### src/rtl/pwm_pkg.sv
package pwm_pkg;
    localparam int CW = 16;

    typedef logic signed [CW-1:0] cval_t;

    // field i of the bank sits at bits i*CW (start is index 0)
    typedef struct packed {
        cval_t trg1;
        cval_t trg0;
        cval_t b_off;
        cval_t b_on;
        cval_t a_off;
        cval_t a_on;
        cval_t modv;
        cval_t init;
    } bank_t;

    typedef struct packed {
        logic       half;
        logic [3:0] rld_m1;
        logic       frc_b;
        logic       frc_a;
        logic       frc_en;
        logic       pol_b;
        logic       pol_a;
        logic       indep;
        logic       run;
    } ctrl_t;

    localparam logic [3:0] A_DT_TOP = 4'd8;
    localparam logic [3:0] A_DT_BOT = 4'd9;
    localparam logic [3:0] A_CTRL   = 4'd10;
    localparam logic [3:0] A_LDOK   = 4'd11;
    localparam logic [3:0] A_FCFG   = 4'd12;
    localparam logic [3:0] A_FCLR   = 4'd13;

    function automatic logic in_win(cval_t c, cval_t on, cval_t off);
        return ($signed(c) >= $signed(on)) && ($signed(c) < $signed(off));
    endfunction

    function automatic bank_t bank_put(bank_t b, logic [2:0] idx, cval_t v);
        bank_t r;
        r = b;
        r[int'(idx)*CW +: CW] = v;
        return r;
    endfunction
endpackage

### src/rtl/pwm_timebase.sv
module pwm_timebase
    import pwm_pkg::*;
(
    input  logic       clk,
    input  logic       rst,
    input  logic       run_i,
    input  logic       sync_i,
    input  logic       ldok_i,
    input  logic       half_i,
    input  logic [3:0] rld_m1_i,
    input  bank_t      shadow_i,
    output bank_t      act_o,
    output cval_t      cnt_o,
    output logic       pe_o,
    output logic       rld_o
);
    bank_t act_q, nxt;
    cval_t cnt_q, mid;
    logic [3:0] cc_q;
    logic signed [CW:0] sum;
    logic cyc_hit, mid_hit;

    always_comb begin
        sum     = {act_q.init[CW-1], act_q.init} + {act_q.modv[CW-1], act_q.modv};
        mid     = sum[CW:1];
        pe_o    = run_i && (cnt_q == act_q.modv);
        cyc_hit = pe_o && (cc_q == rld_m1_i);
        mid_hit = run_i && half_i && (cnt_q == mid);
        rld_o   = ldok_i && (!run_i || cyc_hit || mid_hit);
        nxt     = rld_o ? shadow_i : act_q;
    end

    always_ff @(posedge clk) begin
        if (rst) begin
            act_q <= '0;
            cnt_q <= '0;
            cc_q  <= '0;
        end else begin
            act_q <= nxt;
            if (!run_i) begin
                cnt_q <= nxt.init;
                cc_q  <= '0;
            end else begin
                if (sync_i)    cnt_q <= act_q.init;
                else if (pe_o) cnt_q <= nxt.init;
                else           cnt_q <= cnt_q + cval_t'(1);
                if (pe_o) cc_q <= cyc_hit ? 4'd0 : cc_q + 4'd1;
            end
        end
    end

    assign act_o = act_q;
    assign cnt_o = cnt_q;

    p_step_r1: assert property (@(posedge clk) disable iff (rst)
        (run_i && !sync_i && !pe_o) |=> (cnt_q == $past(cnt_q) + cval_t'(1)));
    p_sync_r10: assert property (@(posedge clk) disable iff (rst)
        (run_i && sync_i) |=> (cnt_q == $past(act_q.init)));
endmodule

### src/rtl/pwm_deadtime.sv
module pwm_deadtime #(
    parameter int DT_W = 8
) (
    input  logic            clk,
    input  logic            rst,
    input  logic            req_i,
    input  logic [DT_W-1:0] dt_i,
    output logic            out_o
);
    logic [DT_W-1:0] age_q;

    always_ff @(posedge clk) begin
        if (rst || !req_i)   age_q <= '0;
        else if (age_q != '1) age_q <= age_q + DT_W'(1);
    end

    assign out_o = req_i && (age_q >= dt_i);
endmodule

### src/rtl/pwm_fault_filter.sv
module pwm_fault_filter #(
    parameter int FLT_W = 4
) (
    input  logic             clk,
    input  logic             rst,
    input  logic             raw_i,
    input  logic [FLT_W-1:0] len_i,
    output logic             filt_o
);
    logic [FLT_W-1:0] c_q;
    logic             f_q;
    logic [FLT_W:0]   thr, inc;

    always_comb begin
        thr = (len_i == '0) ? (FLT_W+1)'(1) : {1'b0, len_i};
        inc = {1'b0, c_q} + (FLT_W+1)'(1);
    end

    always_ff @(posedge clk) begin
        if (rst) begin
            c_q <= '0;
            f_q <= 1'b0;
        end else if (raw_i == f_q) begin
            c_q <= '0;
        end else if (inc >= thr) begin
            f_q <= raw_i;
            c_q <= '0;
        end else begin
            c_q <= c_q + FLT_W'(1);
        end
    end

    assign filt_o = f_q;

    p_filt_follow_r7: assert property (@(posedge clk) disable iff (rst)
        !$stable(f_q) |-> (f_q == $past(raw_i)));
endmodule

### src/rtl/pwm_halfbridge.sv
module pwm_halfbridge
    import pwm_pkg::*;
#(
    parameter int DT_W    = 8,
    parameter int FLT_W   = 4,
    parameter int N_FAULT = 2
) (
    input  logic               clk,
    input  logic               rst,
    input  logic               wr_en,
    input  logic [3:0]         wr_addr,
    input  logic [CW-1:0]      wr_data,
    input  logic [N_FAULT-1:0] fault_in,
    input  logic               sync_in,
    output logic               pwm_top,
    output logic               pwm_bot,
    output logic               adc_trig
);
    localparam int MASK_LSB = 4;

    bank_t              shadow_q, act;
    ctrl_t              ctrl_q;
    logic [DT_W-1:0]    dt_top_q, dt_bot_q;
    logic [FLT_W-1:0]   flt_len_q;
    logic [N_FAULT-1:0] flt_mask_q, filt;
    logic               ldok_q, clr_q, latched_q;
    cval_t              cnt;
    logic               pe, rld, any_f, fault_act;
    logic               raw_a, raw_b, dt_top_o, dt_bot_o, lvl_a, lvl_b;
    logic               wr_ldok, wr_clr;

    assign wr_ldok = wr_en && (wr_addr == A_LDOK) && wr_data[0];
    assign wr_clr  = wr_en && (wr_addr == A_FCLR);

    always_ff @(posedge clk) begin
        if (rst) begin
            shadow_q   <= '0;
            ctrl_q     <= '0;
            dt_top_q   <= '0;
            dt_bot_q   <= '0;
            flt_len_q  <= '0;
            flt_mask_q <= '0;
            ldok_q     <= 1'b0;
        end else begin
            if (wr_en) begin
                if (!wr_addr[3]) shadow_q <= bank_put(shadow_q, wr_addr[2:0], cval_t'(wr_data));
                case (wr_addr)
                    A_DT_TOP: dt_top_q <= wr_data[DT_W-1:0];
                    A_DT_BOT: dt_bot_q <= wr_data[DT_W-1:0];
                    A_CTRL:   ctrl_q   <= ctrl_t'(wr_data[$bits(ctrl_t)-1:0]);
                    A_FCFG: begin
                        flt_len_q  <= wr_data[FLT_W-1:0];
                        flt_mask_q <= wr_data[MASK_LSB +: N_FAULT];
                    end
                    default: ;
                endcase
            end
            if (wr_ldok)  ldok_q <= 1'b1;
            else if (rld) ldok_q <= 1'b0;
        end
    end

    pwm_timebase u_tb (
        .clk(clk), .rst(rst), .run_i(ctrl_q.run), .sync_i(sync_in),
        .ldok_i(ldok_q), .half_i(ctrl_q.half), .rld_m1_i(ctrl_q.rld_m1),
        .shadow_i(shadow_q), .act_o(act), .cnt_o(cnt), .pe_o(pe), .rld_o(rld)
    );

    for (genvar i = 0; i < N_FAULT; i++) begin : g_flt
        pwm_fault_filter #(.FLT_W(FLT_W)) u_flt (
            .clk(clk), .rst(rst), .raw_i(fault_in[i]), .len_i(flt_len_q), .filt_o(filt[i])
        );
    end

    assign any_f     = |(filt & flt_mask_q);
    assign fault_act = latched_q | any_f;

    always_ff @(posedge clk) begin
        if (rst) begin
            latched_q <= 1'b0;
            clr_q     <= 1'b0;
        end else begin
            if (any_f)             latched_q <= 1'b1;
            else if (clr_q && pe)  latched_q <= 1'b0;
            if (wr_clr)   clr_q <= 1'b1;
            else if (pe)  clr_q <= 1'b0;
        end
    end

    assign raw_a = in_win(cnt, act.a_on, act.a_off);
    assign raw_b = in_win(cnt, act.b_on, act.b_off);

    pwm_deadtime #(.DT_W(DT_W)) u_dt_top (
        .clk(clk), .rst(rst), .req_i(raw_a), .dt_i(dt_top_q), .out_o(dt_top_o)
    );
    pwm_deadtime #(.DT_W(DT_W)) u_dt_bot (
        .clk(clk), .rst(rst), .req_i(!raw_a), .dt_i(dt_bot_q), .out_o(dt_bot_o)
    );

    always_comb begin
        lvl_a = ctrl_q.indep ? raw_a : dt_top_o;
        lvl_b = ctrl_q.indep ? raw_b : dt_bot_o;
        if (ctrl_q.frc_en) begin
            lvl_a = ctrl_q.frc_a;
            lvl_b = ctrl_q.frc_b;
        end
        if (fault_act) begin
            lvl_a = 1'b0;
            lvl_b = 1'b0;
        end
    end

    always_ff @(posedge clk) begin
        if (rst) begin
            pwm_top  <= 1'b0;
            pwm_bot  <= 1'b0;
            adc_trig <= 1'b0;
        end else begin
            pwm_top  <= lvl_a ^ ctrl_q.pol_a;
            pwm_bot  <= lvl_b ^ ctrl_q.pol_b;
            adc_trig <= ctrl_q.run && ((cnt == act.trg0) || (cnt == act.trg1));
        end
    end

    p_pair_gap_r3: assert property (@(posedge clk) disable iff (rst)
        !ctrl_q.indep |-> !(dt_top_o && dt_bot_o));
    p_ldok_drop_r5: assert property (@(posedge clk) disable iff (rst)
        (rld && !wr_ldok) |=> !ldok_q);
    p_fault_safe_r8: assert property (@(posedge clk) disable iff (rst)
        fault_act |=> (pwm_top == $past(ctrl_q.pol_a)) && (pwm_bot == $past(ctrl_q.pol_b)));
endmodule

### config.mk
export PLATFORM = sky130hd
export DESIGN_NAME = pwm_halfbridge
export DESIGN_NICKNAME = d
export VERILOG_FILES = /design/src/rtl/pwm_pkg.sv /design/src/rtl/pwm_timebase.sv /design/src/rtl/pwm_deadtime.sv /design/src/rtl/pwm_fault_filter.sv /design/src/rtl/pwm_halfbridge.sv
export SDC_FILE = /design/constraint.sdc
export NUM_CORES = 1
export LEC_CHECK = 0
export ABC_CLOCK_PERIOD_IN_PS = 7000
export BUFFER_PORTS_ARGS = -buffer_cell sky130_fd_sc_hd__clkbuf_2
export CORE_MARGIN = 2
export CORE_UTILIZATION = 60
export DETAILED_ROUTE_END_ITERATION = 6
export GPL_TIMING_DRIVEN = 1
export PLACE_DENSITY = 0.77
export REMOVE_ABC_BUFFERS = 1
export SKIP_CTS_REPAIR_TIMING = 1
export SLEW_MARGIN = 40
export SYNTH_ARGS = -nofsm -noshare
export SYNTH_HDL_FRONTEND = slang
export SYNTH_SLANG_ARGS = --single-unit
export TNS_END_PERCENT = 50
### constraint.sdc
create_clock -name clk -period 7 [get_ports clk]
set_input_delay 1.75 -clock clk [delete_from_list [all_inputs] [get_ports clk]]
set_output_delay 1.75 -clock clk [all_outputs]
set_load 0.02 [all_outputs]
==> impl_metrics.yaml <==
timing:
  final_hold_viol_count: 0
  slew_violations: 0
  period_needed_ns: 4.74
  clock.fmax_mhz: 211
  clock-skew-final_ns: 0.0163
  rsz0062_at_grt: "no"
  slew_headroom_pct: 44.5
  setup_ws_ns: 2.26
  fin_crit_sh_pct: 67.7
  setup_violations: 0
  tightest_slew_ns: 0.830
synthesis:
  ys.flop_type: "dfxtp_1"
  syn_inst: 2060
  yosys-top-cells-area: "dfxtp_1 (40%), mux2i_1 (9.7%), ha_1 (8.1%), nor2_1 (6.8%), a21oi_1 (5.4%)"
  yosysTopAreaCellShare_pct: 39.8
  ys_seq_elements: 342
  synth_edf_count: 0
  yosysWarningCount: 0
  ys_async_sr_fraction_pct: 0
  syn_area_sq_um: 17200
  synth_top_area_cell: "dfxtp_1"
  ys_seq_area_share_pct: 39.8
  ys_types: 68
  syn_avg_cell_area_sq_um: 8.36
setup_path:
  start_kind: "register"
  crit_required_ns: 7.40
  worstPathCellList: "inv_1 > fa_1 > nand2b_1 > a211oi_2 > o21ai_1 > a221o_1 > or4_4 > nor4_4 > o21ai_4 > buf_12 > buf_16 > mux2i_1 > nor2_1"
  slowest_stage: "nor4_4"
  cp-end-kind: "register"
  crit_fanout: 79
  crit_arrival_ns: 5.14
  path_buf_inv: 3
  cp_top_family: "simple AND/OR/NAND/NOR gates"
  critical_path.max_stage_delay_ns: 0.61
  path_class: "register to register"
clocking:
  clock_path_buffers: 3
  cts_max_level: 2
  path_clk_slew_ns: 0.06
  cts_root_buf: "clkbuf_16"
  clk_latency_ns: 0.54
  cts_buffers: 36
  cts_tree: "built"
  cts_num_sinks: 342
final_layout:
  finish.net_count: 2167
  n_antenna_cell: 0
  drive_above_1_share_pct: 6.58
  fin_area_sq_um: 18800
  fin_util_pct: 66.1
  area_growth_pct: 9.37
global_route:
  grt_antenna_before_repair: 0
  grt_max_degree: 219
  grt_pass1_vias: 13600
  grt_overflow: 0
  grt_first_pass_wirelength_mm: 74.3
  grt_usage_pct: 31.2
route:
  drtAntennaViolNets: 0
  drt_iter0_markers: 1477
  post-route-drc-count: 0
  routedWlPerCell_um: 19.5
  drt-pass1-iter-count: 7
  viasPerCell: 5.96
  vias: 14500
  wl_mm: 47.5
die:
  die_y_um: 173
  ios: 29
  dieArea_sq_um: 30100
  start_util_pct: 60.5
  die_width_um: 173
  core-area_sq_um: 28500
  rows: 62
hold_path:
  hold_path.class: "register to register"
power:
  peakVddDrop_mv: 0.206
  power_density_nw_per_um2: 216
  power.total_mw: 4.07
  p_leak_nw: 8.36
placement:
  pre_cts_ws_ns: 2.50
  hpwl_mm: 31.4
  place.gp.congestion: 0.915
  port_buffers: 28
  dpl_cell_area_sq_um: 17600
run_status:
  status: "finished, final reports clean"
job:
  maxCapViolCount: 0
-- cells in the mapped netlist, types with 4 or more instances --
| master | n |
|---|---|
| dfxtp_1 | 342 |
| xor2_1 | 54 |
| nor2_1 | 311 |
| and3_1 | 12 |
| a211oi_1 | 14 |
| nor4_1 | 12 |
| nand4_1 | 30 |
| clkbuf_1 | 104 |
| a31oi_1 | 22 |
| o21a_1 | 10 |
| nand2_1 | 201 |
| xnor2_1 | 47 |
| inv_1 | 110 |
| nor4b_1 | 4 |
| o21ai_0 | 47 |
| nor2b_1 | 12 |
| or2_2 | 8 |
| a21o_1 | 15 |
| and2_1 | 7 |
| o221ai_1 | 10 |
| nand2b_1 | 18 |
| buf_2 | 17 |
| a21oi_1 | 185 |
| o211ai_1 | 8 |
| nor3_1 | 25 |
| ha_1 | 112 |
| or3_1 | 8 |
| mux2i_1 | 167 |
| nor3b_1 | 20 |
| nand3_1 | 64 |
-- path summary, 6_finish.rpt --
kind,start,end,slack [ns],depth (start not counted)
max,u_tb.act_o[1]$_SDFF_PP0_,u_tb.act_o[116]$_SDFFE_PP0N_,2.26,13
min reg2reg,shadow_q[36]$_SDFFE_PP0P_,shadow_q[36]$_SDFFE_PP0P_,0.45,2
min,shadow_q[36]$_SDFFE_PP0P_,shadow_q[36]$_SDFFE_PP0P_,0.45,2
max reg2reg,u_tb.act_o[1]$_SDFF_PP0_,u_tb.act_o[116]$_SDFFE_PP0N_,2.26,13
-- tightest hold or removal path: stages (launching register included) --
cell,delay (ns)
dfxtp_1,0.31
nand2_1,0.05
a21oi_1,0.05
-- cell type report --
class / count / area, sq um
inverter: 110 / 413
fill: 2348 / 9640
multi-input combinational: 1482 / 9500
sequential: 342 / 6850
clock buffer: 48 / 986
timing repair buffer: 56 / 425
tap: 384 / 480
clock inverter: 14 / 178
-- cells by family after synthesis --
logic type / after synthesis / synth area share (%)
and+or+nand+nor: 748 / 19.6
AOI/OAI and AO/OA: 351 / 12.1
DFF: 342 / 39.8
buffers and inverters: 236 / 5.29
muxes: 169 / 9.84
adders and majority gates: 113 / 8.26
xor gates and xnor gates: 101 / 5.14
-- state kept, by name (all words and copies together), names as in the netlist --
| register | count |
|---|---|
| flt_len_q | 4 |
| pwm_bot | 1 |
| u_dt_bot.age_q | 8 |
| adc_trig | 1 |
| shadow_q | 128 |
| dt_bot_q | 8 |
| g_flt.u_flt.c_q | 8 |
| ctrl_q | 12 |
| u_tb.cc_q | 4 |
| g_flt.u_flt.filt_o | 2 |
| u_tb.act_o | 128 |
| u_dt_top.age_q | 8 |
| flt_mask_q | 2 |
| dt_top_q | 8 |
| clr_q | 1 |
| latched_q | 1 |
| pwm_top | 1 |
| ldok_q | 1 |
| u_tb.cnt_o | 16 |
-- metal layers --
metal	wire [um]	up-vias	global-route usage [%]
met4	2210	0	13.6
li1	-	6987	-
met5	0	-	0
met1	19700	6823	40.9
met2	21700	570	50.3
met3	3930	137	5.86
-- stage by stage --
step	TNS, ns	hold slack [ns]	cells
2_1_floorplan	-518.16	0.425	1934
3_3_place_gp	0	0.438	2369
3_5_place_dp	0	0.444	2371
4_1_cts	0	0.452	2433
5_1_grt	0	0.470	2436
6_report	0	0.451	2436
-- report_power, final --
group | leakage (nW) | internal [mW] | switching, mW
logic | 5.03 | 0.0578 | 0.144
clock network | 0.573 | 1.11 | 0.790
registers | 2.76 | 1.96 | 0.0105
-- layout by cell type, fill, tap and decap left out, types with 54 or more instances in the layout --
master     n
nand3_1   63
mux2i_1  167
nand2_1  200
inv_1    110
ha_1     111
a21oi_1  185
nor2_1   311
dfxtp_1  341
xor2_1    54
No activity file was read; power rests on OpenSTA's default activity.
